==> config.mk <==
export PLATFORM = sky130hd
export DESIGN_NAME = sup_reset_pulse
export DESIGN_NICKNAME = d
export VERILOG_FILES = /design/src/rtl/sup_reset_pulse.sv
export SDC_FILE = /design/constraint.sdc
export NUM_CORES = 1
export LEC_CHECK = 0
export CORE_AREA = 2 2 47 49
export CTS_CLUSTER_SIZE = 14
export DETAILED_ROUTE_END_ITERATION = 6
export DIE_AREA = 0 0 49 51
export MAX_ROUTING_LAYER = met4
export PLACE_DENSITY = 0.8
export SYNTH_ARGS = -nofsm -noshare
export SYNTH_HDL_FRONTEND = slang
export SYNTH_SLANG_ARGS = --single-unit
export TNS_END_PERCENT = 10
==> constraint.sdc <==
create_clock -name clk -period 1.8 [get_ports clk]
set_input_delay 0.45 -clock clk [delete_from_list [all_inputs] [get_ports clk]]
set_output_delay 0.45 -clock clk [all_outputs]
set_load 0.005 [all_outputs]
==> src/rtl/sup_reset_pulse.sv <==
module sup_reset_pulse #(
  parameter int PULSE_TICKS = 1000,
  parameter int SYNC_STAGES = 2
) (
  input  logic clk,
  input  logic rst_n,
  input  logic tick,
  input  logic supply_ok,
  input  logic wdt_expire,
  input  logic rst_hi_pin,
  input  logic rst_lo_pin,
  output logic rst_hi_oe,
  output logic rst_lo_oe,
  output logic reset_active,
  output logic powerup_hold
);
  localparam int CW = $clog2(PULSE_TICKS + 1);
  localparam logic [CW-1:0] FULL = CW'(PULSE_TICKS);

  logic [SYNC_STAGES:0] hi_sr, lo_sr, drv_hist;
  logic [CW-1:0] cnt;
  logic busy, sup_q, hold, drive, masked, ext_req, req;

  assign drive   = ~supply_ok | busy;
  assign masked  = drive | (|drv_hist);
  assign ext_req = ~masked & ((hi_sr[SYNC_STAGES-1] & ~hi_sr[SYNC_STAGES]) |
                              (~lo_sr[SYNC_STAGES-1] & lo_sr[SYNC_STAGES]));
  assign req     = ext_req | wdt_expire;

  assign rst_hi_oe    = drive;
  assign rst_lo_oe    = drive;
  assign reset_active = drive;
  assign powerup_hold = hold;

  always_ff @(posedge clk or negedge rst_n) begin
    if (!rst_n) begin
      hi_sr    <= '0;
      lo_sr    <= '1;
      drv_hist <= '1;
    end else begin
      hi_sr    <= {hi_sr[SYNC_STAGES-1:0], rst_hi_pin};
      lo_sr    <= {lo_sr[SYNC_STAGES-1:0], rst_lo_pin};
      drv_hist <= {drv_hist[SYNC_STAGES-1:0], drive};
    end
  end

  always_ff @(posedge clk or negedge rst_n) begin
    if (!rst_n) begin
      busy  <= 1'b1;
      cnt   <= FULL;
      sup_q <= 1'b0;
      hold  <= 1'b0;
    end else begin
      sup_q <= supply_ok;
      if (!supply_ok) begin
        busy <= 1'b1;
        cnt  <= FULL;
        hold <= 1'b0;
      end else begin
        if (!sup_q) hold <= 1'b1;
        if (req) begin
          busy <= 1'b1;
          cnt  <= FULL;
        end else if (busy && tick) begin
          if (cnt <= CW'(1)) begin
            busy <= 1'b0;
            hold <= 1'b0;
          end else begin
            cnt <= cnt - CW'(1);
          end
        end
      end
    end
  end
endmodule

# [Yosys cells after proc, flatten, opt, wreduce, memory -nomap -nowiden]
# Cells that the tools add are included.
[op_classes] add_sub_neg=1 order_cmp=1 eq_ne=3 n_mux=13 n_bitwise=11 reduce_logical=4
[ops] operator="$mux 10" count=4
[ops] operator="$le 10x1->1 const B" count=1
[ops] operator="$sub 10x1->10 const B" count=1
[ops] operator="$mux 1" count=9
[ops] operator="$ne 3x1->1 const B" count=2
[ops] operator="$not 1->1" count=4
[ops] operator="$or 1x1->1" count=4
[ops] operator="$reduce_and 2->1" count=2
[ops] operator="$and 1x1->1" count=3
[ops] operator="$ne 3x3->1 const B" count=1
[ops] operator="$reduce_or 3->1" count=1
[ops] operator="$logic_and 1x1->1" count=1
[totals] ff_bits=22 out_inout_bits=4 wordCells=40

# [Depth between registers and ports, before layout]
[logic_depth] depth_word=8 mapped_depth=6 depth_no_buf=6

# [Worst setup path after synthesis]
# No wires, ideal clock.
[synth_path] path_kind="flip-flop to flip-flop" startpoint="register cnt[0]" endpoint="register cnt[2]" arrival_time_ns=1.517 setup_slack_ns=0.204 stages_incl_launch_ff=7 n_path_buf=0 synth_period_minus_slack_ns=1.596 path_cell_list="dfrtp_1 > inv_1 > ha_1 > o21bai_1 > nor3_4 > or3_2 > a21oi_1"
[synth_between] elab_chain_len=5
[synth_rtl] item="from (decl)" line="21" text="logic [CW-1:0] cnt;"
[synth_rtl] item="from (signal assigned)" line="69" text="cnt <= cnt - CW'(1);"
[synth_rtl] item="$sub 10x1->10" line="69"
[synth_rtl] item="$mux 10" line="65" text="if (cnt <= CW'(1)) begin"
[synth_rtl] item="$mux 10" line="64" text="end else if (busy && tick) begin"
[synth_rtl] item="$mux 10" line="61" text="if (req) begin"
[synth_rtl] item="$mux 10" line="55" text="if (!supply_ok) begin"
# Parallel ways exist; a longest one is shown, timed or not. The select of a mux whose other input is x is not followed.
# A chain may end at the register's enable or synchronous reset.

# [Worst setup path after layout]
[layout_path] startpoint="register cnt[0]" endpoint="register cnt[8]"
# The elaborated chain is that of the path after synthesis.

==> results by group <==
Finish
  – Finished Cell Area: 1215 sq um
  – Final Non-Filler Cells: 132
  – Area Growth Syn to Fin: 22.29%
  – Final Util: 58.88%
  – # fillers: 173
  – Antenna diode count: 0
  – Fraction of layout cells with a size suffix above 1: 33.65%
  – Nets: 114
  – Most frequent cells in the layout: dfstp_2 (13), dfrtp_1 (9), nand2_1 (8), buf_4 (7), clkdlybuf4s50_1 (6)
  – Most common cell after layout, fill and taps aside: dfstp_2

Place
  – HPWL Detailed: 1303 um
  – I/O Buffers: 10
  – Placed Area: 1166 sq um
  – Placer Congestion: 0.8295
  – Inst Count DP: 128
  – Pre-CTS WS: -0.1710 ns

Floorplan
  – Die ar.: 2499 sq um
  – Starting Density: 48.15%
  – Core area: 2063 sq um
  – # IOs: 11
  – Die Span X: 49 um
  – Num rows: 17
  – Die span in y: 51 um

Clock network
  – Cts hold-fix bufs: 0
  – Skew-Pair Late Insertion Delay: 0.31 ns
  – Htree depth: 1
  – CTS Buf Count: 3
  – Clock-pin slew on the worst setup and hold paths: 0.13 ns
  – Post-CTS Setup Inserts: 0
  – CTS sink cnt: 22
  – CTS Buffer Depth: 2
  – Root Buffer: clkbuf_4
  – CTS tree: yes

Setup path
  – Reg2Reg Setup Slack: 0.07 ns
  – Worst Setup Start Kind: flip-flop
  – Worst path arrival time: 1.97 ns
  – Crit-path max cell delay: 0.43 ns
  – Critical path type: reg2reg
  – Reg2reg path depth: 6
  – CP Cell Sequence: inv_1 -> ha_1 -> o21ba_2 -> a2111o_1 -> xor2_1 -> nand2_1
  – Critical path capture point type: flip-flop
  – Worst setup startpoint: cnt[0]$_DFFE_PN0P_
  – Worst Setup EP: cnt[8]$_DFFE_PN1P_
  – Critical path peak fanout: 4
  – CP max-delay cell: dfrtp_1
  – Req. time, crit path: 2.03 ns
  – Reg-to-reg startpoint: cnt[0]$_DFFE_PN0P_
  – Reg2reg end: cnt[8]$_DFFE_PN1P_

GRT
  – Vias in the first global route: 688
  – First-pass GRT wire length: 3015 um
  – Total GRT Usage: 16.85%
  – Grt total ovfl: 0
  – Largest net degree at the start of global routing: 23
  – Initial antenna violation count: 0

Logic synthesis
  – Post-synthesis mux area share: 1.008%
  – Cells after synthesis: 85
  – Ys async rst share: 100.0%
  – Mapped Nets: 94
  – Post-synthesis register bit count: 22
  – Average size of a mapped cell: 11.69 sq um
  – Adder-cell area share of the yosys netlist: 2.519%
  – Synth Area in Simple Gates: 20.40%
  – EDFF count, synth: 0
  – Syn. warnings: 0
  – Post-synthesis instance area: 993.5 sq um
  – Largest family of logic cells by synthesized area: simple AND/OR/NAND/NOR gates
  – Seq/Total Area, Yosys: 57.05%
  – Post-synthesis xor/xnor area fraction: 3.526%
  – Post-synth top flop: dfstp_2
  – Distinct cells, synth: 35
  – Complex-gate fraction of the synthesized area: 12.47%

Timing
  – Slew @ Worst Pin: 0.5618 ns
  – Finish-stage setup viols: 0
  – RSZ-0062 raised after global routing: true
  – Final WS setup: 0.06527 ns
  – Relative slew slack: 62.26%
  – Final Critical Period: 1.735 ns
  – Tcrit/Tclk final: 96.37%
  – Final hold vios: 0
  – Pins Over Slew Limit: 0
  – Clk_skew: 0.01776 ns
  – F_max: 576.5 MHz

Pwr
  – LEAKAGE: 0.4797 nW
  – Max VDD drop: 703.5 uV
  – Power Dens Cells: 718.5 nW/um^2
  – Power after layout: 0.0008729 W

Flow run
  – MaxCap Viol Count: 0

Route
  – Vias: 688
  – Final ANT Viol Nets: 0
  – Routed length per instance: 13.53 um
  – Final WL: 1786 um
  – DR pass1 iterations: 4
  – Initial DRC count: 10
  – # DRC: 0
  – DR vias/cell: 5.212

Worst hold path
  – Hold Crit Class: reg2reg

Run status
  – Outcome: finished clean
through the flow:
| stage | hold WS (ns) | TNS (ns) |
|---|---|---|
| after floorplan | 0.1544 | 0 |
| after global placement | 0.3438 | -0.6402 |
| after detailed placement | 0.3380 | -0.8286 |
| after CTS | 0.3657 | 0 |
| after global routing | 0.3666 | -0.04964 |
| final | 0.3633 | 0 |
critical path: cells and delay by family, from the launching register on:
kind	cells	cell delay (ns)
AOI/OAI and AO/OA	2	0.69
DFF	1	0.43
adders and majority gates	1	0.25
xor gates and xnor gates	1	0.16
and+or+nand+nor	1	0.07
buffers and inverters	1	0.06
worst min-delay path by stage:
stage	startpoint	end	slack (ns)	cells after the start
detailed placement	hi_sr[0]$_DFF_PN0_	hi_sr[1]$_DFF_PN0_	0.34	0
floorplan	rst_n	cnt[0]$_DFFE_PN0P_	0.15	0
global route	lo_sr[0]$_DFF_PN1_	lo_sr[1]$_DFF_PN1_	0.37	0
CTS	lo_sr[0]$_DFF_PN1_	lo_sr[1]$_DFF_PN1_	0.37	0
finish	lo_sr[0]$_DFF_PN1_	lo_sr[1]$_DFF_PN1_	0.36	0
global placement	hi_sr[0]$_DFF_PN0_	hi_sr[1]$_DFF_PN0_	0.34	0
cells by family (layout without fill, tap and decap cells):
kind of cell	count (synthesis)	after routing
adder cells (fa/ha/maj)	2	2
flip-flops	22	22
AO/OA/AOI/OAI	16	16
XOR/XNOR	4	4
AND/OR/NAND/NOR	34	34
multiplexers	1	1
buffers and inverters	6	25
cell type report:
class / instances / area, sq um / area share (%)
Clock buffer: 4 / 36.28 / 2.987
Inverter: 4 / 15.01 / 1.236
Multi-Input combinational cell: 57 / 414.1 / 34.09
Sequential cell: 22 / 566.8 / 46.65
Tap cell: 28 / 35.03 / 2.884
Timing Repair Buffer: 17 / 147.6 / 12.15
state kept, by name, indices dropped and copies added (netlist names):
name	cells
busy	1
powerup_hold	1
lo_sr	3
hi_sr	3
drv_hist	3
sup_q	1
cnt	10
synthesized netlist by cell type, types with 2 or more instances:
cell / instances / area [sq um]
nand3_1: 3 / 15.01
xor2_1: 2 / 17.52
a211o_1: 2 / 17.52
buf_4: 2 / 15.01
dfrtp_1: 9 / 225.2
nand2_1: 8 / 30.03
xnor2_1: 2 / 17.52
o21ai_0: 2 / 10.01
nor3_1: 3 / 15.01
dfstp_2: 13 / 341.6
ha_1: 2 / 25.02
nor2b_1: 3 / 18.77
nand2b_1: 2 / 12.51
or3_2: 2 / 15.01
nor4_1: 4 / 25.02
inv_1: 4 / 15.01
a21oi_1: 2 / 10.01
nor2_1: 3 / 11.26
where the power goes:
group / internal (W) / switching [W]
Sequential: 0.000514 / 0.00000945
Clock: 0.000123 / 0.000146
Combinational: 0.0000391 / 0.0000415
routing by layer:
| metal | global-route usage, % | vias up | part of all wire [%] |
|---|---|---|---|
| li1 | - | 340 | - |
| met1 | 20.89 | 335 | 47 |
| met2 | 28.31 | 11 | 49 |
| met3 | 2.924 | 2 | 3.0 |
| met4 | 5.714 | 0 | 0.90 |
| met5 | - | - | 0 |
timing repair:
item	CTS	global route
setup endpoints to repair	3	3
hold endpoints to repair	0	0
pin swaps	0	0
gates resized for setup	5	2
Note: power is estimated with default switching activity, not from simulation.
